### src/rtl/lpcal_pkg.sv
package lpcal_pkg;
  typedef enum logic [1:0] {
    ST_IDLE   = 2'd0,
    ST_SLEEP  = 2'd1,
    ST_SETTLE = 2'd2,
    ST_CAL    = 2'd3
  } lpcal_state_e;

  localparam int CFG_W        = 8;
  localparam int SLP_CODE_W   = 3;
  localparam int WAKE_CODE_W  = 2;
  localparam int EXP_W        = 6;
  localparam logic [CFG_W-1:0] CFG_RESET = 8'h48;
  localparam logic [CFG_W-1:0] CFG_MASK  = 8'hFB;
endpackage

### src/rtl/lpcal_cfg_reg.sv
module lpcal_cfg_reg
  import lpcal_pkg::*;
(
  input  logic                   clk,
  input  logic                   rst_n,
  input  logic                   we,
  input  logic [CFG_W-1:0]       wdata,
  output logic [CFG_W-1:0]       rdata,
  output logic [SLP_CODE_W-1:0]  sleep_code,
  output logic [WAKE_CODE_W-1:0] wake_code,
  output logic                   trig_mode,
  output logic                   lp_en
);
  logic [CFG_W-1:0] cfg_q;
  logic [CFG_W-1:0] cfg_d;

  always_comb begin
    cfg_d = cfg_q;
    if (we) cfg_d = wdata & CFG_MASK;
  end

  always_ff @(posedge clk or negedge rst_n) begin
    if (!rst_n) cfg_q <= CFG_RESET;
    else        cfg_q <= cfg_d;
  end

  assign rdata      = cfg_q;
  assign sleep_code = cfg_q[7:5];
  assign wake_code  = cfg_q[4:3];
  assign trig_mode  = cfg_q[1];
  assign lp_en      = cfg_q[0];

  AST_RSVD_ZERO: assert property (@(posedge clk) disable iff (!rst_n)
    cfg_q[2] == 1'b0);
endmodule

### src/rtl/lpcal_interval_dec.sv
module lpcal_interval_dec #(
  parameter int CODE_W    = 3,
  parameter int EXP_W     = 6,
  parameter int CNT_W     = 42,
  parameter int UNIT_LOG2 = 8,
  parameter int NUM       = 2**CODE_W,
  parameter logic [NUM-1:0][EXP_W-1:0] EXP_LIST = '0
) (
  input  logic [CODE_W-1:0] code,
  output logic [CNT_W-1:0]  interval
);
  logic [NUM-1:0][CNT_W-1:0] cand;

  for (genvar i = 0; i < NUM; i++) begin : g_cand
    localparam logic [CNT_W-1:0] ONE  = CNT_W'(1);
    localparam logic [CNT_W-1:0] BASE = (ONE << EXP_LIST[i]) + ONE;
    assign cand[i] = BASE << UNIT_LOG2;
  end

  assign interval = cand[code];
endmodule

### src/rtl/lpcal_down_timer.sv
module lpcal_down_timer #(
  parameter int CNT_W = 42
) (
  input  logic             clk,
  input  logic             rst_n,
  input  logic             load,
  input  logic [CNT_W-1:0] load_val,
  input  logic             dec,
  output logic             cnt_zero
);
  logic [CNT_W-1:0] cnt_q;
  logic [CNT_W-1:0] cnt_d;

  assign cnt_zero = (cnt_q == '0);

  always_comb begin
    cnt_d = cnt_q;
    if (load)                 cnt_d = load_val - CNT_W'(1);
    else if (dec && !cnt_zero) cnt_d = cnt_q - CNT_W'(1);
  end

  always_ff @(posedge clk or negedge rst_n) begin
    if (!rst_n) cnt_q <= '0;
    else        cnt_q <= cnt_d;
  end

  AST_TIMER_LOAD: assert property (@(posedge clk) disable iff (!rst_n)
    load |=> cnt_q == $past(load_val) - CNT_W'(1));
  AST_TIMER_STEP: assert property (@(posedge clk) disable iff (!rst_n)
    (!load && dec && !cnt_zero) |=> cnt_q == $past(cnt_q) - CNT_W'(1));
endmodule

### src/rtl/lpcal_sleep_seq.sv
module lpcal_sleep_seq
  import lpcal_pkg::*;
#(
  parameter int CNT_W     = 42,
  parameter int UNIT_LOG2 = 8,
  parameter logic [7:0][5:0] SLEEP_EXP = {6'd33, 6'd30, 6'd27, 6'd24, 6'd21, 6'd18, 6'd15, 6'd3},
  parameter logic [3:0][5:0] WAKE_EXP  = {6'd24, 6'd21, 6'd18, 6'd3}
) (
  input  logic       clk,
  input  logic       rst_n,
  input  logic       cfg_we,
  input  logic [7:0] cfg_wdata,
  output logic [7:0] cfg_rdata,
  input  logic       bg_cal_en,
  input  logic       soft_trig,
  input  logic       ext_trig_n,
  input  logic       cal_done,
  output logic       sleep_req,
  output logic       cal_start
);
  // reset: asserted asynchronously, released through two flops
  logic [1:0] rsync_q;
  logic       rst_core_n;

  always_ff @(posedge clk or negedge rst_n) begin
    if (!rst_n) rsync_q <= 2'b00;
    else        rsync_q <= {rsync_q[0], 1'b1};
  end
  assign rst_core_n = rsync_q[1];

  logic [SLP_CODE_W-1:0]  sleep_code;
  logic [WAKE_CODE_W-1:0] wake_code;
  logic                   trig_mode;
  logic                   lp_en;

  lpcal_cfg_reg u_cfg (
    .clk        (clk),
    .rst_n      (rst_core_n),
    .we         (cfg_we),
    .wdata      (cfg_wdata),
    .rdata      (cfg_rdata),
    .sleep_code (sleep_code),
    .wake_code  (wake_code),
    .trig_mode  (trig_mode),
    .lp_en      (lp_en)
  );

  logic [CNT_W-1:0] sleep_ival;
  logic [CNT_W-1:0] wake_ival;

  lpcal_interval_dec #(
    .CODE_W (SLP_CODE_W), .EXP_W (EXP_W), .CNT_W (CNT_W),
    .UNIT_LOG2 (UNIT_LOG2), .NUM (8), .EXP_LIST (SLEEP_EXP)
  ) u_sleep_dec (
    .code     (sleep_code),
    .interval (sleep_ival)
  );

  lpcal_interval_dec #(
    .CODE_W (WAKE_CODE_W), .EXP_W (EXP_W), .CNT_W (CNT_W),
    .UNIT_LOG2 (UNIT_LOG2), .NUM (4), .EXP_LIST (WAKE_EXP)
  ) u_wake_dec (
    .code     (wake_code),
    .interval (wake_ival)
  );

  lpcal_state_e     state_q, state_d;
  logic             mode_q, mode_d;
  logic             start_q, start_d;
  logic             tmr_load;
  logic [CNT_W-1:0] tmr_val;
  logic             tmr_dec;
  logic             tmr_zero;
  logic             active;
  logic             wake_evt;

  assign active   = lp_en & bg_cal_en;
  assign wake_evt = ~soft_trig | ~ext_trig_n;

  lpcal_down_timer #(.CNT_W (CNT_W)) u_tmr (
    .clk      (clk),
    .rst_n    (rst_core_n),
    .load     (tmr_load),
    .load_val (tmr_val),
    .dec      (tmr_dec),
    .cnt_zero (tmr_zero)
  );

  // next-state logic
  always_comb begin
    state_d  = state_q;
    mode_d   = mode_q;
    start_d  = 1'b0;
    tmr_load = 1'b0;
    tmr_val  = sleep_ival;
    tmr_dec  = 1'b0;
    if (!active) begin
      state_d = ST_IDLE;
    end else begin
      unique case (state_q)
        ST_IDLE: begin
          state_d  = ST_SLEEP;
          tmr_load = 1'b1;
          mode_d   = trig_mode;
        end
        ST_SLEEP: begin
          if (mode_q ? wake_evt : tmr_zero) begin
            state_d  = ST_SETTLE;
            tmr_load = 1'b1;
            tmr_val  = wake_ival;
          end else begin
            tmr_dec = ~mode_q;
          end
        end
        ST_SETTLE: begin
          if (tmr_zero) begin
            state_d = ST_CAL;
            start_d = 1'b1;
          end else begin
            tmr_dec = 1'b1;
          end
        end
        ST_CAL: begin
          if (cal_done) begin
            state_d  = ST_SLEEP;
            tmr_load = 1'b1;
            mode_d   = trig_mode;
          end
        end
        default: state_d = ST_IDLE;
      endcase
    end
  end

  // registers
  always_ff @(posedge clk or negedge rst_core_n) begin
    if (!rst_core_n) begin
      state_q <= ST_IDLE;
      mode_q  <= 1'b0;
      start_q <= 1'b0;
    end else begin
      state_q <= state_d;
      mode_q  <= mode_d;
      start_q <= start_d;
    end
  end

  assign sleep_req = (state_q == ST_SLEEP);
  assign cal_start = start_q;

  AST_START_SINGLE: assert property (@(posedge clk) disable iff (!rst_core_n)
    cal_start |=> !cal_start);
  AST_START_AFTER_SETTLE: assert property (@(posedge clk) disable iff (!rst_core_n)
    cal_start |-> state_q == ST_CAL && $past(state_q) == ST_SETTLE);
  AST_SLEEP_ENTRY: assert property (@(posedge clk) disable iff (!rst_core_n)
    $rose(sleep_req) |-> $past(state_q) == ST_IDLE || $past(state_q) == ST_CAL);
  AST_OFF_NO_SLEEP: assert property (@(posedge clk) disable iff (!rst_core_n)
    !active |=> !sleep_req);
  AST_TRIG_HOLD: assert property (@(posedge clk) disable iff (!rst_core_n)
    (active && sleep_req && mode_q && soft_trig && ext_trig_n) |=> sleep_req);
  AST_CAL_WAIT: assert property (@(posedge clk) disable iff (!rst_core_n)
    (active && state_q == ST_CAL && !cal_done) |=> state_q == ST_CAL);
endmodule

### config.mk
export PLATFORM = sky130hd
export DESIGN_NAME = lpcal_sleep_seq
export DESIGN_NICKNAME = d
export VERILOG_FILES = /design/src/rtl/lpcal_pkg.sv /design/src/rtl/lpcal_cfg_reg.sv /design/src/rtl/lpcal_interval_dec.sv /design/src/rtl/lpcal_down_timer.sv /design/src/rtl/lpcal_sleep_seq.sv
export SDC_FILE = /design/constraint.sdc
export NUM_CORES = 1
export LEC_CHECK = 0
export ABC_AREA = 1
export BUFFER_PORTS_ARGS = -buffer_cell sky130_fd_sc_hd__buf_2
export CAP_MARGIN = 10
export CORE_MARGIN = 1
export CORE_UTILIZATION = 66
export CTS_CLUSTER_SIZE = 25
export DETAILED_ROUTE_END_ITERATION = 10
export GPL_ROUTABILITY_DRIVEN = 0
export PLACE_DENSITY = 0.95
export SLEW_MARGIN = 15
export SYNTH_ARGS = -nofsm -noshare
export SYNTH_HDL_FRONTEND = slang
export SYNTH_SLANG_ARGS = --single-unit
### constraint.sdc
create_clock -name clk -period 2.7 [get_ports clk]
set_input_delay 0.135 -clock clk [delete_from_list [all_inputs] [get_ports clk]]
set_output_delay 0.135 -clock clk [all_outputs]
set_load 0.01 [all_outputs]
==> summary.md, run 1 <==
| Metric | Value |
|---|---|
| H-tree Lvls | 2 |
| Status | did not finish |
| Err | [ERROR GRT-0232] Routing congestion too high. Check the congestion heatmap in the GUI. |
| Mean Syn Cell Area | 7.26 µm² |
| Yosys warns | 0 |
| Root Buffer | clkbuf_8 |
| Num ports | 25 |
| Num CTS Buffers | 5 |
| Post-placement setup slack | -0.0826 ns |
| Stopped at | 5_1_grt |
| Register bit total from synthesis | 55 |
| Syn nets | about 540 |
| # clock sinks | 55 |
| Worst endpoint type | sequential cell input |
| Largest net degree at the start of global routing | 30 |
| Grt ovf | 1 |
| Netlist Area Pre-Place | 3750 µm² |
| Initial core utilization | 68.2% |
| Post-DP HPWL | 7.62 mm |
| Synth unique cells | 46 |
| Cells after Synth | ~520 |
| Die H | between 70 and 80 µm |
| Critical endpoint after global-route timing repair | u_tmr.cnt_q[36]$_DFFE_PN0P_/D |
| Die Span X | 77.4 µm |
| Site Rows | 27 |
| Sequential area share after synthesis | 36.7% |
| Gr usage total | 60.4% |
| Maximum clock path buffer count | 2 |
| I/O Buffers | 22 |
-- through the flow --
stage	util (%)	cells	instance area [µm²]	setup TNS, ns
global placement	77.0	643	4240	0
floorplan	-	517	3810	-0.0127
detailed placement	77.0	643	4240	-0.333
CTS	81.1	655	4460	0
-- metal layers --
layer / overflow / track usage (%)
met1: 0 / 63.6
met2: 1 / 87.9
met3: 0 / 28.7
met4: 0 / 57.4
met5: 0 / 0
-- synthesized netlist by cell type, drive strengths merged --
master,number,share of area [%]
or3,1,0.17
nor3,8,1.4
dfstp,2,1.4
clkbuf,2,0.20
nand3,46,6.6
o21ai,28,4.2
a21oi,10,1.7
nor2,69,8.0
nand4,17,2.8
o31ai,5,1.5
o21bai,2,0.40
ha,5,1.7
or2,3,0.50
xor2,16,3.7
o41ai,2,0.67
buf,13,2.5
xnor2,12,2.8
dfrtp,53,35
clkinv,1,0.10
conb,2,0.20
mux2,1,0.30
nand2,152,16
o211ai,1,0.20
nor3b,2,0.67
a31oi,1,0.17
inv,62,6.2
nand3b,1,0.20
-- logic make-up after synthesis --
kind of cell             after synthesis  share of synthesized area (%)
XOR/XNOR                              28                           6.53
flip-flops                            55                           36.7
AND/OR/NAND/NOR                      299                           36.7
buffers and inverters                 78                           9.00
adder cells (fa/ha/maj)                5                           1.67
multiplexers                           1                          0.300
AO/OA/AOI/OAI                         49                           8.90
other                                  2                          0.200
-- timing repair --
action,CTS
pin swaps,1
gates resized for setup,15
endpoints found under the setup margin,20
hold buffers,1
cloned,0
hold endpoints to repair,2
setup buffers,3
==> inputs of run 2 (changes only) <==
CORE_UTILIZATION = 40   (was 66)
CTS_CLUSTER_SIZE = unset   (was 25)
PLACE_DENSITY = unset   (was 0.95)
PLACE_DENSITY_LB_ADDON = 0.15   (was unset)
==> run 2 against run 1 <==
The run now ends clean. Area after synthesis is the same. Synthesized cell count is the same.
==> summary.md, run 2 <==
| Metric | Value |
|---|---|
| Core area | 8890 µm² |
| Post-placement setup slack | -0.0206 ns (+0.0621 ns) |
| Most frequent cells in the layout | nand2_1 (110), inv_1 (59), buf_4 (58) |
| Unrepaired setup endpoints after global routing | true |
| Mux share of post-synthesis cell area | 0.300% (unchanged) |
| Most frequent cell after synthesis | nand2_1 |
| XOR/XNOR Fraction of Synth Area | 6.53% (unchanged) |
| Die area | roughly 10000 µm² |
| Design Area, Final | 5180 µm² |
| Logic pwr share | 57.4% |
| Largest area contributor in the netlist | dfrtp_1 |
| Root Buffer | clkbuf_8 |
| Mean Syn Cell Area | 7.26 µm² (unchanged) |
| Post-DP Area | 4350 µm² (+2.6%) |
| Pint | ~2200 µW |
| Area Overhead vs Synth | 38.0% |
| Synth Flop Type | dfrtp_1 |
| WS Path Type | flop to flop |
| Peak Freq | 0.371 GHz |
| Most common cell after layout, fill and taps aside | nand2_1 |
| Placed cells | 686 (+6.7%) |
| Ranking of synthesized cells by area | dfrtp_1 (35%), nand2_1 (14%), inv_1 (6.1%), nand3_1 (5.9%), nor2_1 (5.5%) |
| Initial core utilization | 42.2% (-26 points) |
| Routed via count | 3572 |
| Share of layout cells above drive strength 1 | 36.9% |
| Routed Antenna Nets | 0 |
| Nets | 626 |
| Worst-path fanout max | 7 |
| Post-DP HPWL | 7.32 mm (-4.0%) |
| Min-delay worst type | input port to flop |
| Worst Path Required | 2.91 ns |
| Fin cells | 715 |
| I/O Buffers | 22 (unchanged) |
| Number of flip-flops in the largest register | 42 |
| Net Sw Frac | 44.4% |
| Final Cycle Share | 99.8% |
| Drt wl/cell | 14.8 µm |
| Post-synth ARST share | 100% (unchanged) |
| Status | finished clean |
| Slew Viols, Final | 0 |
| Layout Skew | 0.00551 ns |
| Number of detailed-route iterations in the first pass | 5 |
| First-pass GRT wire length | 15.8 mm |
| NetSw | around 1800 µW |
| Setup ws final | 0.00423 ns |
| Remaining DRCs | 0 |
| DRT iter0 DRCs | 126 |
| Site Rows | 34 (+26%) |
| Synth unique cells | 46 (unchanged) |
| Yosys warns | 0 (unchanged) |
| Synth Area in Compound Gates | 8.90% (unchanged) |
| Post-synth top area share | 35.3% (unchanged) |
| Grt ovf | 0 |
| # clock sinks | 55 (unchanged) |
| Critical Path AT | 2.91 ns |
| Initial antenna violation count | 0 |
| Total wire length | 10.6 mm |
| Commonest cells in the netlist | nand2_1 (138), inv_1 (61), nor2_1 (55), dfrtp_1 (53), nand3_1 (44) |
| Die Span X | 98.9 µm (+28%) |
| Sequential area share after synthesis | 36.7% (unchanged) |
| Maximum clock path buffer count | 2 (unchanged) |
| Vias per cell | 5.00 |
| Startpoint types | flop |
| Cells after Synth | 517 (unchanged) |
| Max-slew headroom | 51.5% |
| Most flops, register | u_tmr.cnt_q |
| Netlist Area Pre-Place | 3750 µm² (unchanged) |
| Syn nets | 537 (unchanged) |
| Clk pwr share | 14.8% |
| Worst slew pin tran | between 0.7 and 0.8 ns |
| Gr usage total | roughly a fifth |
| Num CTS Buffers | 5 (unchanged) |
| Clock latency on the worst-skew pair | 0.31 ns |
| N_diodes | 0 |
| Final-report hold violation count | 0 |
| Clock transition at path regs | 0.10 ns |
| Vias in the first global route | 3258 |
| Worst VDD drop | between 200 and 300 µV |
| Synth Area in Simple Gates | 36.7% (unchanged) |
| Min Hold Slack | 0.0219 ns |
| Worst setup EP type | flop |
| Number of synthesized flops with an enable pin | 0 (unchanged) |
| H-tree Lvls | 2 (unchanged) |
| Largest net degree at the start of global routing | 54 |
| Largest family of logic cells by synthesized area | simple AND/OR/NAND/NOR gates |
| Leak | 0.00262 µW |
| Num ports | 25 (unchanged) |
| Register bit total from synthesis | 55 (unchanged) |
| Pwr per Cell Area | between 700 and 800 nW/µm² |
| Post-synthesis adder-cell area fraction | 1.67% (unchanged) |
| Sequential power share | roughly 28% |
| Setup Viol. Count Final | 0 |
| # Max-Cap Violations | 0 |
| Final Power | 3990 µW |
| CTS tree | done |
| Final min period | between 2 and 3 ns |
| Die H | 98.9 µm (+28%) |
## run 2: cell counts after synthesis
No cell type changed its count.
## run 2: area by class of cell
cell class	instances	area, µm²
clock inverter	2	35.0
multi-input combinational	385	2530
fill	816	3710
timing repair buffer	96	783
clock buffer	6	82.6
inverter	63	239
sequential	55	1380
tap	108	135
## run 2: path summary, 6_finish.rpt
kind                                          endpoint  slack [ns]                         from  depth (start not counted)
setup / recovery           u_tmr.cnt_q[25]$_DFFE_PN0P_       0.004  u_tmr.cnt_q[21]$_DFFE_PN0P_                         17
min in group asynchronous         rsync_q[0]$_DFF_PN0_        0.12                        rst_n                          2
max in group asynchronous  u_tmr.cnt_q[40]$_DFFE_PN0P_        1.81         rsync_q[1]$_DFF_PN0_                          1
setup reg to reg           u_tmr.cnt_q[25]$_DFFE_PN0P_       0.004  u_tmr.cnt_q[21]$_DFFE_PN0P_                         17
hold reg to reg                   rsync_q[1]$_DFF_PN0_        0.36         rsync_q[0]$_DFF_PN0_                          0
hold / removal              u_cfg.rdata[1]$_DFFE_PN0P_        0.02                 cfg_wdata[1]                          3
## run 2: cells by family after synthesis
logic type,Yosys count
flip-flops,55
AND/OR/NAND/NOR,299
XOR/XNOR,28
other,2
buffers and inverters,78
multiplexers,1
adder cells (fa/ha/maj),5
AO/OA/AOI/OAI,49
## run 2: power by group through the flow
stage	Sequential [µW]	Combinational, µW	Clock [µW]
finish	1110	2290	588
CTS	1110	1740	610
detailed placement	1120	1710	0
global placement	1120	1700	0
global route	1130	2490	649
floorplan	1130	1160	0
## run 2: per-stage QoR
step | util, % | TNS, ns
after CTS | 50.5 | 0
after floorplan | - | -0.0127
after detailed placement | 48.9 | -0.0334
after global placement | 48.9 | -0.0118
final | 58.3 | 0
after global routing | 58.3 | -1.61
## run 2: critical path, cell delays in order (launching register included)
cell	delay, ns
dfrtp_1	0.39
nor2_1	0.28
nand4_1	0.16
nor2_1	0.14
nand2_2	0.09
nand2_4	0.08
nand3_4	0.08
nand2_4	0.12
nand2_8	0.11
buf_6	0.19
o31ai_4	0.06
nand3_2	0.13
nor2_4	0.23
inv_2	0.07
nor2_4	0.16
nand2_1	0.08
xnor2_1	0.17
inv_1	0.06
## run 2: timing repair
item | CTS | global route
pin swaps | 0 | 38
hold buffers | 1 | 0
endpoints found under the setup margin | 4 | 29
setup buffers | 0 | 16
endpoints found under the hold margin | 2 | 0
resized for setup | 4 | 121
gates cloned | 0 | 4
## run 2: metal layers
metal  track usage, %  vias up  share of wire (%)
li1                 -     1829                  -
met1             28.5     1646                 46
met2             34.2       82                 49
met3             3.19       15                3.8
met4             4.36        0                1.6
met5                0        -                  0
No activity file was read; power rests on OpenSTA's default activity.
